### config.mk
export PLATFORM = sky130hd
export DESIGN_NAME = tamper_zero_seq
export DESIGN_NICKNAME = d
export VERILOG_FILES = /design/src/rtl/tzs_pkg.sv /design/src/rtl/tzs_trigger.sv /design/src/rtl/tzs_watchdog.sv /design/src/rtl/tzs_fsm.sv /design/src/rtl/tzs_status.sv /design/src/rtl/tamper_zero_seq.sv
export SDC_FILE = /design/constraint.sdc
export NUM_CORES = 1
export LEC_CHECK = 0
export BUFFER_PORTS_ARGS = -buffer_cell sky130_fd_sc_hd__buf_2
export CAP_MARGIN = 15
export CELL_PAD_IN_SITES_DETAIL_PLACEMENT = 1
export CELL_PAD_IN_SITES_GLOBAL_PLACEMENT = 1
export CORE_MARGIN = 2
export CORE_UTILIZATION = 37
export DETAILED_ROUTE_END_ITERATION = 6
export HOLD_SLACK_MARGIN = 0.02
export PLACE_DENSITY = 0.78
export SLEW_MARGIN = 10
export SYNTH_ARGS = -nofsm -noshare
export SYNTH_HDL_FRONTEND = slang
export SYNTH_SLANG_ARGS = --single-unit
### constraint.sdc
create_clock -name osc_clk -period 1.4 [get_ports osc_clk]
set_clock_uncertainty 0.05 [all_clocks]
set_input_delay 0.07 -clock osc_clk [delete_from_list [all_inputs] [get_ports osc_clk]]
set_output_delay 0.07 -clock osc_clk [all_outputs]
set_load 0.005 [all_outputs]
### src/rtl/tzs_pkg.sv
package tzs_pkg;

  typedef enum logic [2:0] {
    ST_IDLE  = 3'd0,
    ST_CRAM  = 3'd1,
    ST_ERAM  = 3'd2,
    ST_KEY   = 3'd3,
    ST_LOAD  = 3'd4,
    ST_RECFG = 3'd5,
    ST_CRC   = 3'd6,
    ST_FAIL  = 3'd7
  } tzs_state_e;

  localparam int unsigned NUM_HS = 6;

endpackage

### src/rtl/tzs_trigger.sv
module tzs_trigger #(
  parameter int unsigned N_SRC       = 8,
  parameter int unsigned SYNC_STAGES = 2
) (
  input  logic             clk,
  input  logic             rst_n,
  input  logic [N_SRC-1:0] src,
  input  logic [N_SRC-1:0] mask,
  output logic             hit
);

  localparam int unsigned LAST = SYNC_STAGES - 1;

  logic [N_SRC-1:0] synced;

  genvar g;
  generate
    for (g = 0; g < N_SRC; g++) begin : g_sync
      logic [SYNC_STAGES-1:0] chain_q;
      logic [SYNC_STAGES-1:0] chain_d;

      if (SYNC_STAGES > 1) begin : g_multi
        assign chain_d = {chain_q[SYNC_STAGES-2:0], src[g]};
      end else begin : g_single
        assign chain_d = src[g];
      end

      always_ff @(posedge clk or negedge rst_n) begin
        if (!rst_n) chain_q <= '0;
        else        chain_q <= chain_d;
      end

      assign synced[g] = chain_q[LAST];
    end
  endgenerate

  // wide OR of every enabled source
  assign hit = |(synced & mask);

endmodule

### src/rtl/tzs_watchdog.sv
module tzs_watchdog #(
  parameter int unsigned LIMIT = 64
) (
  input  logic clk,
  input  logic rst_n,
  input  logic run,
  input  logic restart,
  output logic expired
);

  localparam int unsigned CW = $clog2(LIMIT + 1);
  localparam logic [CW-1:0] LAST_CNT = CW'(LIMIT - 1);

  logic [CW-1:0] cnt_q;
  logic [CW-1:0] cnt_d;
  logic          cnt_en;

  always_comb begin
    cnt_en = restart || run;
    if (restart)            cnt_d = '0;
    else if (cnt_q != LAST_CNT) cnt_d = cnt_q + 1'b1;
    else                    cnt_d = cnt_q;
  end

  always_ff @(posedge clk or negedge rst_n) begin
    if (!rst_n)      cnt_q <= '0;
    else if (cnt_en) cnt_q <= cnt_d;
  end

  assign expired = run && (cnt_q == LAST_CNT);

endmodule

### src/rtl/tzs_fsm.sv
module tzs_fsm
  import tzs_pkg::*;
(
  input  logic       clk,
  input  logic       rst_n,
  input  logic       hit,
  input  logic       key_cmd,
  input  logic       verify_cmd,
  input  logic       verify_en,
  input  logic       cram_ack,
  input  logic       eram_ack,
  input  logic       key_ack,
  input  logic       load_ack,
  input  logic       recfg_ack,
  input  logic       crc_ack,
  input  logic       expired,
  output tzs_state_e state,
  output logic       in_phase,
  output logic       restart,
  output logic       start_evt,
  output logic       clr_evt,
  output logic       vfy_evt,
  output logic       to_evt
);

  tzs_state_e state_q, state_d;
  logic       key_pend_q, key_pend_d;
  logic       vfy_pend_q, vfy_pend_d;
  logic       ack_cur;

  always_comb begin
    case (state_q)
      ST_CRAM:  ack_cur = cram_ack;
      ST_ERAM:  ack_cur = eram_ack;
      ST_KEY:   ack_cur = key_ack;
      ST_LOAD:  ack_cur = load_ack;
      ST_RECFG: ack_cur = recfg_ack;
      ST_CRC:   ack_cur = crc_ack;
      default:  ack_cur = 1'b0;
    endcase
  end

  assign in_phase = (state_q != ST_IDLE) && (state_q != ST_FAIL);

  // next-state process
  always_comb begin
    state_d    = state_q;
    key_pend_d = key_pend_q;
    vfy_pend_d = vfy_pend_q;
    start_evt  = 1'b0;
    clr_evt    = 1'b0;
    vfy_evt    = 1'b0;
    to_evt     = 1'b0;
    case (state_q)
      ST_IDLE: begin
        if (hit) begin
          state_d    = ST_CRAM;
          key_pend_d = key_cmd;
          vfy_pend_d = verify_en;
          start_evt  = 1'b1;
        end else if (key_cmd) begin
          state_d    = ST_KEY;
          key_pend_d = 1'b0;
          vfy_pend_d = 1'b0;
          start_evt  = 1'b1;
        end else if (verify_cmd) begin
          state_d    = ST_LOAD;
          key_pend_d = 1'b0;
          vfy_pend_d = 1'b1;
          start_evt  = 1'b1;
        end
      end
      ST_CRAM: begin
        if (key_cmd) key_pend_d = 1'b1;
        if (ack_cur)      state_d = ST_ERAM;
        else if (expired) state_d = ST_FAIL;
      end
      ST_ERAM: begin
        if (ack_cur) begin
          if (key_pend_q || key_cmd) begin
            state_d = ST_KEY;
          end else begin
            clr_evt = 1'b1;
            state_d = vfy_pend_q ? ST_LOAD : ST_IDLE;
          end
          key_pend_d = 1'b0;
        end else begin
          if (key_cmd) key_pend_d = 1'b1;
          if (expired) state_d = ST_FAIL;
        end
      end
      ST_KEY: begin
        if (ack_cur) begin
          clr_evt = 1'b1;
          state_d = vfy_pend_q ? ST_LOAD : ST_IDLE;
        end else if (expired) begin
          state_d = ST_FAIL;
        end
      end
      ST_LOAD: begin
        if (ack_cur)      state_d = ST_RECFG;
        else if (expired) state_d = ST_FAIL;
      end
      ST_RECFG: begin
        if (ack_cur)      state_d = ST_CRC;
        else if (expired) state_d = ST_FAIL;
      end
      ST_CRC: begin
        if (ack_cur) begin
          vfy_evt = 1'b1;
          state_d = ST_IDLE;
        end else if (expired) begin
          state_d = ST_FAIL;
        end
      end
      ST_FAIL: begin
        state_d    = ST_IDLE;
        key_pend_d = 1'b0;
        vfy_pend_d = 1'b0;
      end
      default: state_d = ST_IDLE;
    endcase
    if (in_phase && !ack_cur && expired) to_evt = 1'b1;
  end

  assign restart = (state_d != state_q);
  assign state   = state_q;

  // register process
  always_ff @(posedge clk or negedge rst_n) begin
    if (!rst_n) begin
      state_q    <= ST_IDLE;
      key_pend_q <= 1'b0;
      vfy_pend_q <= 1'b0;
    end else begin
      state_q    <= state_d;
      key_pend_q <= key_pend_d;
      vfy_pend_q <= vfy_pend_d;
    end
  end

endmodule

### src/rtl/tzs_status.sv
module tzs_status (
  input  logic clk,
  input  logic rst_n,
  input  logic start_evt,
  input  logic clr_evt,
  input  logic vfy_evt,
  input  logic vfy_ok,
  input  logic to_evt,
  output logic clear_done,
  output logic verify_pass,
  output logic verify_fail,
  output logic err_timeout
);

  logic cd_en, cd_d;
  logic vr_en, vp_d, vf_d;
  logic er_en;

  always_comb begin
    cd_en = start_evt || clr_evt;
    cd_d  = clr_evt;
    vr_en = start_evt || vfy_evt;
    vp_d  = vfy_evt && vfy_ok;
    vf_d  = vfy_evt && !vfy_ok;
    er_en = to_evt;
  end

  always_ff @(posedge clk or negedge rst_n) begin
    if (!rst_n) begin
      clear_done  <= 1'b0;
      verify_pass <= 1'b0;
      verify_fail <= 1'b0;
      err_timeout <= 1'b0;
    end else begin
      if (cd_en) clear_done <= cd_d;
      if (vr_en) begin
        verify_pass <= vp_d;
        verify_fail <= vf_d;
      end
      if (er_en) err_timeout <= 1'b1;
    end
  end

endmodule

### src/rtl/tamper_zero_seq.sv
module tamper_zero_seq
  import tzs_pkg::*;
#(
  parameter int unsigned N_SRC       = 8,
  parameter int unsigned SYNC_STAGES = 2,
  parameter int unsigned PHASE_LIMIT = 64
) (
  input  logic             osc_clk,
  input  logic             osc_rst_n,
  input  logic [N_SRC-1:0] tamper_src,
  input  logic [N_SRC-1:0] tamper_mask,
  input  logic             key_cmd,
  input  logic             verify_cmd,
  input  logic             verify_en,
  output logic             cram_clr_req,
  input  logic             cram_clr_ack,
  output logic             eram_clr_req,
  input  logic             eram_clr_ack,
  output logic             key_clr_req,
  input  logic             key_clr_ack,
  output logic             load_req,
  input  logic             load_ack,
  output logic             recfg_req,
  input  logic             recfg_ack,
  output logic             crc_req,
  input  logic             crc_ack,
  input  logic             crc_ok,
  output logic             busy,
  output logic             clear_done,
  output logic             verify_pass,
  output logic             verify_fail,
  output logic             err_timeout
);

  // reset: asserted asynchronously, released on the oscillator clock
  logic [1:0] rst_sync_q;
  logic       rst_n_i;

  always_ff @(posedge osc_clk or negedge osc_rst_n) begin
    if (!osc_rst_n) rst_sync_q <= 2'b00;
    else            rst_sync_q <= {rst_sync_q[0], 1'b1};
  end
  assign rst_n_i = rst_sync_q[1];

  logic       hit;
  logic       expired;
  tzs_state_e state;
  logic       in_phase, restart;
  logic       start_evt, clr_evt, vfy_evt, to_evt;

  tzs_trigger #(
    .N_SRC       (N_SRC),
    .SYNC_STAGES (SYNC_STAGES)
  ) u_trig (
    .clk   (osc_clk),
    .rst_n (rst_n_i),
    .src   (tamper_src),
    .mask  (tamper_mask),
    .hit   (hit)
  );

  tzs_fsm u_fsm (
    .clk        (osc_clk),
    .rst_n      (rst_n_i),
    .hit        (hit),
    .key_cmd    (key_cmd),
    .verify_cmd (verify_cmd),
    .verify_en  (verify_en),
    .cram_ack   (cram_clr_ack),
    .eram_ack   (eram_clr_ack),
    .key_ack    (key_clr_ack),
    .load_ack   (load_ack),
    .recfg_ack  (recfg_ack),
    .crc_ack    (crc_ack),
    .expired    (expired),
    .state      (state),
    .in_phase   (in_phase),
    .restart    (restart),
    .start_evt  (start_evt),
    .clr_evt    (clr_evt),
    .vfy_evt    (vfy_evt),
    .to_evt     (to_evt)
  );

  tzs_watchdog #(
    .LIMIT (PHASE_LIMIT)
  ) u_wdog (
    .clk     (osc_clk),
    .rst_n   (rst_n_i),
    .run     (in_phase),
    .restart (restart),
    .expired (expired)
  );

  tzs_status u_stat (
    .clk         (osc_clk),
    .rst_n       (rst_n_i),
    .start_evt   (start_evt),
    .clr_evt     (clr_evt),
    .vfy_evt     (vfy_evt),
    .vfy_ok      (crc_ok),
    .to_evt      (to_evt),
    .clear_done  (clear_done),
    .verify_pass (verify_pass),
    .verify_fail (verify_fail),
    .err_timeout (err_timeout)
  );

  assign cram_clr_req = (state == ST_CRAM);
  assign eram_clr_req = (state == ST_ERAM);
  assign key_clr_req  = (state == ST_KEY);
  assign load_req     = (state == ST_LOAD);
  assign recfg_req    = (state == ST_RECFG);
  assign crc_req      = (state == ST_CRC);
  assign busy         = (state != ST_IDLE);

endmodule

==> impl_metrics.csv, run 1 <==
group,metric,value,unit
run_status,status,"complete, but fails checks",
run_status,violations,"setup timing",
route,wl,8.64,mm
layout,fin_area,3080,sq um
layout,synthToLayoutAreaGrowth,80.1,%
route,wl_per_cell,24.9,microns
synthesis,synthCells,170,
worst_setup_path,worstSetupEndpointType,"flip-flop",
global_routing,met1_usage,35.1,%
place,io_buffers,38,
place,placed_area,2360,sq um
route,dr.pass1.iters,4,
route,vias,2018,
worst_setup_path,max_stage_delay,0.43,ns
power,p_total,6850,uW
worst_setup_path,worstPathMaxFanout,5,
synthesis,synth_mux_area_share,3.00,%
global_routing,grt_max_degree,25,
clocking,root_buffer,"clkbuf_8",
place,place_congestion,0.850,
worst_setup_path,arrival,2.42,ns
sta,finalCritPeriodShare,162,%
synthesis,synth_area,1710,sq um
worst_setup_path,path_cells,"mux2_4 > a222oi_1 > buf_4 > mux2i_1 > o32a_1 > nand3_2 > o311a_1",
floorplanning,dieArea,5180,sq um
synthesis,syn-num-nets,199,
clocking,clk_pin_slew,0.08,ns
route,via_per_inst,5.82,
sta,finalHoldViolCount,0,
synthesis,async_flop_share,100,%
sta,finalSetupViolations,23,
clocking,clkSinkCount,34,
worst_setup_path,critPathKind,"reg -> reg",
global_routing,globalRouteMet2Util,53.5,%
floorplanning,core-area,4410,sq um
run,cap_violations,0,
floorplanning,fp.dieH,72.0,microns
worst_hold_path,hp-class,"in -> async",
sta,final-max-slew-violation-count,0,
power,vdd_drop_max,1.18,mV
floorplanning,die_w,72.0,microns
route,drcViolationCount,0,
global_routing,grt_pass1_vias,2149,
worst_setup_path,rrSetupSlack,-0.87,ns
worst_setup_path,cp-start-kind,"flip-flop",
global_routing,antenna_found_initial,1,
clocking,clock_path_buffers,2,
synthesis,yosys_register_bits,34,
worst_setup_path,crit_start,"u_fsm.state[0]",
synthesis,synth_cell_types,53,
clocking,cts_tree,"done",
worst_setup_path,worstRegToRegCells,7,
route,ant_nets,0,
floorplanning,ioPinCount,39,
synthesis,synth_fa_ha_area_share,0.732,%
sta,relSlewSlack,67.1,%
layout,drive_gt1_share,58.2,%
sta,fin_crit,2.27,ns
layout,nFillCells,448,
synthesis,synth_compound_area_share,20.2,%
sta,max_freq,440,MHz
sta,fin_hold_ws,0.0234,ns
clocking,clock_latency,0.31,ns
power,leakage,0.00146,uW
global_routing,grt.total_usage,29.9,%
clocking,htree_levels,2,
synthesis,yosys_most_used_dff,"dfrtp_1",
layout,final_util,69.7,%
synthesis,seq_area_frac_synth,49.8,%
worst_setup_path,regToRegStartpoint,"u_fsm.state[0]",
worst_setup_path,critical_path_buf_inv_count,1,
sta,post-route-worst-setup-slack,-0.873,ns
floorplanning,start_util,38.7,%
route,drt_iter0_markers,190,
place,dp_hpwl,4.28,mm
layout,num-nets-final,322,
worst_setup_path,crit_required,1.55,ns
power,powerDensity,2230,nW/um^2
clocking,numCtsBuffers,5,
synthesis,synthSimpleGateAreaFrac,20.4,%
global_routing,use_met3,6.39,%
worst_setup_path,timing.rr.end,"u_fsm.key_pend_q",
global_routing,gr-max-usage-layer,"met2",
synthesis,yosysWarnings,0,
global_routing,grt.overflow.total,0,
sta,timing.setup.tns,-12.43,ns
synthesis,synth_top_family_by_area,"simple AND/OR/NAND/NOR gates",
synthesis,synth.avg_cell_area,10.1,sq um
floorplanning,row_count,24,
worst_setup_path,crit_family,"compound AO/OA/AOI/OAI gates",
worst_setup_path,cp_slowest_cell,"dfrtp_1",
synthesis,synth-xor-area-share,2.56,%
synthesis,synth_edf_count,0,
sta,tightest_slew,0.489,ns
sta,grt_setup_unrepaired,"true",
global_routing,grt_pass1_wl,11.4,mm
-- where the power goes --
part           leakage, uW  internal (uW)  switching, uW
clock network    0.0000683            714            426
registers         0.000420           1130            144
logic             0.000968           2220           2220
-- layout make-up --
cell class	instances	area, sq um	area share (%)
multi-input combinational	123	1030	33.6
timing repair buffer	123	965	31.3
sequential	34	851	27.6
clock buffer	5	68.8	2.24
clock inverter	3	68.8	2.24
tap	52	65.1	2.11
inverter	6	22.5	0.732
antenna	1	2.50	0.0813
-- sequential cells by signal, summed over array words and instances, names as in the netlist --
register,count
u_fsm.vfy_pend_q,1
u_stat.err_timeout,1
u_trig.g_sync.chain_q,16
u_fsm.state,3
u_stat.verify_fail,1
u_wdog.cnt_q,7
u_stat.clear_done,1
u_stat.verify_pass,1
rst_sync_q,2
u_fsm.key_pend_q,1
-- per-stage QoR --
stage          std cells  worst slack [ns]
2_1_floorplan        170            -0.775
3_3_place_gp         308            -0.774
3_5_place_dp         308            -0.817
4_1_cts              337            -0.804
5_1_grt              347            -0.978
6_report             347            -0.873
-- cell usage after synthesis, drive strengths merged (2+ instances only) --
cell type | count | share of area (%)
dfrtp | 34 | 50
nor2 | 18 | 4.1
nand2 | 12 | 2.6
o21ai | 10 | 2.9
nand3 | 9 | 2.9
a21oi | 7 | 2.0
nand2b | 7 | 2.6
inv | 6 | 1.3
a22oi | 5 | 2.2
clkbuf | 5 | 1.1
mux2 | 3 | 2.4
nor2b | 3 | 1.1
nor3 | 3 | 0.88
o32a | 3 | 1.8
xor2 | 3 | 1.5
a221oi | 2 | 1.0
a31o | 2 | 1.0
a31oi | 2 | 0.73
and2 | 2 | 0.88
and4 | 2 | 1.0
buf | 2 | 0.73
o211ai | 2 | 0.88
o22ai | 2 | 0.73
xnor2 | 2 | 1.0
-- metal layers --
metal,up-vias,share of wire [%],routed length [microns]
met4,0,4.9,425
met5,-,0,0
met3,39,4.9,424
met1,1009,37,3220
met2,94,53,4570
li1,876,-,-
-- worst max path at each step --
stage                       endpoint  slack, ns  cells past startpoint
finish              u_fsm.key_pend_q      -0.87                      7
global route         u_wdog.cnt_q[0]      -0.98                      8
global placement    u_fsm.key_pend_q      -0.77                      8
detailed placement  u_fsm.key_pend_q      -0.82                      8
floorplan           u_fsm.key_pend_q      -0.77                      7
CTS                 u_fsm.key_pend_q      -0.80                      7
-- placed cells by master, fill, tap and decap left out, drive strengths merged, types with 2 or more instances in the layout --
cell type	Yosys	final
mux2	3	3
and2	2	2
xor2	3	3
xnor2	2	2
a22oi	5	5
dfrtp	34	34
inv	6	6
nor2	18	18
a221oi	2	2
o211ai	2	2
o21ai	10	10
nand3	9	9
a31oi	2	2
nand2b	7	7
buf	2	111
a31o	2	2
nand2	12	12
o32a	3	3
nor2b	3	3
o22ai	2	2
a21oi	7	7
nor3	3	3
clkbuf	5	6
and4	2	2
dlygate4sd3	0	11
bufinv	0	2
-- cell families after synthesis --
kind of cell / after synthesis
DFF: 34
AOI/OAI and AO/OA: 48
muxes: 4
and+or+nand+nor: 64
buffers and inverters: 13
xor gates and xnor gates: 5
other: 1
adders and majority gates: 1
-- what timing repair did --
item | in CTS | in global routing
hold buffers | 11 | 0
setup buffers | 13 | 10
gates cloned | 0 | 1
hold endpoints to repair | 13 | 0
endpoints found under the setup margin | 23 | 23
pin swaps | 10 | 17
resized for setup | 49 | 31
Note: power is estimated with default switching activity, not from simulation.
==> run 2, diff against run 1 <==
- PLACE_DENSITY: 0.78 -> default
- PLACE_DENSITY_LB_ADDON: default -> 0.1
==> run 2 against run 1 <==
The run still ends with setup timing left. Cell area shrank 10%. Hold slack better by 0.021 ns. Via count fell by 11%. Routed wire length fell by 28%. Setup slack lost 0.075 ns. Critical endpoint unchanged. Largest cell class unchanged. Highest routed layer unchanged.
==> impl_metrics.csv, run 2 (same netlist as run 1, synthesis figures left out) <==
group,metric,value,unit
run,cap_violations,0,
sta,fin_crit,2.35,ns
power,vdd_drop_max,0.970,mV
clocking,root_buffer,"clkbuf_8",
clocking,clkSinkCount,34,
route,wl,6.20,mm
run_status,violations,"setup timing",
run_status,status,"complete, but fails checks",
place,dp_hpwl,4.43,mm
worst_setup_path,worstPathMaxFanout,4,
sta,final-max-slew-violation-count,0,
floorplanning,row_count,24,
layout,regMostFlops,"u_trig.g_sync.chain_q",
clocking,cts_tree,"done",
route,drcViolationCount,0,
layout,final_cells,335,
route,ant_nets,0,
floorplanning,dieArea,5180,sq um
global_routing,grt.overflow.total,0,
worst_setup_path,regToRegStartpoint,"u_fsm.state[0]",
sta,fin_hold_ws,0.0441,ns
sta,timing.setup.tns,-13.08,ns
floorplanning,fp.dieH,72.0,microns
clocking,htree_levels,2,
floorplanning,ioPinCount,39,
layout,synthToLayoutAreaGrowth,61.3,%
sta,max_freq,426,MHz
route,via_per_inst,5.33,
place,io_buffers,38,
floorplanning,die_w,72.0,microns
worst_hold_path,hp-class,"in -> async",
worst_setup_path,rrSetupSlack,-0.95,ns
clocking,numCtsBuffers,5,
global_routing,grt_max_degree,22,
clocking,clk_pin_slew,0.08,ns
layout,nFillCells,510,
worst_setup_path,critPathKind,"reg -> reg",
power,powerDensity,2010,nW/um^2
layout,largest_register_ffs,16,
layout,final_cell_mix,"buf_4 (58), buf_2 (38), dfrtp_1 (33)",
route,vias,1787,
worst_setup_path,cp-start-kind,"flip-flop",
global_routing,grt_pass1_wl,9.46,mm
place,place_inst,312,
worst_setup_path,worstSetupEndpointType,"flip-flop",
place,pre_cts_slack,-0.931,ns
sta,finalSetupViolations,23,
sta,finalCritPeriodShare,168,%
global_routing,grt_pass1_vias,1935,
floorplanning,core-area,4410,sq um
worst_setup_path,crit_required,1.53,ns
layout,final_common_cell,"buf_4",
worst_setup_path,worstRegToRegCells,7,
route,wl_per_cell,18.5,microns
route,drt_iter0_markers,74,
sta,finalHoldViolCount,0,
sta,post-route-worst-setup-slack,-0.948,ns
worst_setup_path,arrival,2.48,ns
global_routing,grt.total_usage,24.4,%
layout,n_antenna_cell,0,
place,placed_area,2380,sq um
clocking,clock_latency,0.29,ns
place,place_congestion,0.963,
floorplanning,start_util,38.7,%
layout,num-nets-final,311,
sta,grt_setup_unrepaired,"true",
route,dr.pass1.iters,5,
global_routing,antenna_found_initial,0,
clocking,clock_path_buffers,2,
layout,fin_area,2760,sq um
power,leakage,0.00132,uW
layout,drive_gt1_share,50.9,%
worst_setup_path,timing.rr.end,"u_fsm.key_pend_q",
run 2: cell types whose count changed in the layout (fill, tap and decap cells not counted), sizes merged:
cell and delta:
clkinvlp +1, buf -10, bufinv -2, diode -1
run 2: metrics by stage:
step | util, % | total power [uW]
floorplan | - | 2750
detailed placement | 53.8 | 4180
CTS | 59.7 | 5140
finish | 62.4 | 5540
global route | 62.4 | 5840
global placement | 53.8 | 4070
run 2: per-layer routing:
layer | global-route usage [%] | vias up | part of all wire, %
li1 | - | 844 | -
met1 | 29.8 | 878 | 41
met2 | 42.3 | 47 | 52
met3 | 5.14 | 18 | 4.5
met4 | 9.22 | 0 | 2.7
met5 | 0 | - | 0
run 2: worst max-delay path by stage:
stage | startpoint | endpoint | slack, ns
floorplan | u_fsm.state[0] | u_fsm.key_pend_q | -0.77
finish | u_fsm.state[0] | u_fsm.key_pend_q | -0.95
global route | u_fsm.state[0] | u_fsm.key_pend_q | -1.02
detailed placement | u_fsm.state[0] | u_fsm.key_pend_q | -0.93
global placement | u_fsm.state[0] | u_fsm.key_pend_q | -0.78
CTS | u_fsm.state[0] | u_fsm.key_pend_q | -0.90
run 2: layout make-up:
cell class                      instances  area (sq um)  area share, %
Tap cell                               52          65.1           2.36
Sequential cell                        34           852           30.9
Timing Repair Buffer                  112           792           28.7
Clock buffer                            6          82.6           3.00
Inverter                                6          22.5          0.817
Clock inverter                          2          12.5          0.454
Multi-Input combinational cell        123           930           33.7
run 2: critical path, stage by stage, from the launching register on:
cell and delay [ns]:
dfrtp_1 0.43, mux2_4 0.32, a222oi_1 0.43, buf_4 0.22
mux2i_1 0.07, o32a_1 0.38, a31o_2 0.21, o311a_1 0.12
run 2: timing repair:
item,4_1_cts,5_1_grt
pin swaps,6,10
setup buffers,2,3
hold buffers,11,0
setup endpoints to repair,23,23
endpoints found under the hold margin,13,0
gates cloned,0,0
resized for setup,12,29
run 2: where the power goes:
part	internal (uW)	switching (uW)	total, uW
logic	1760	1740	3500
registers	1130	126	1260
clock network	395	382	778
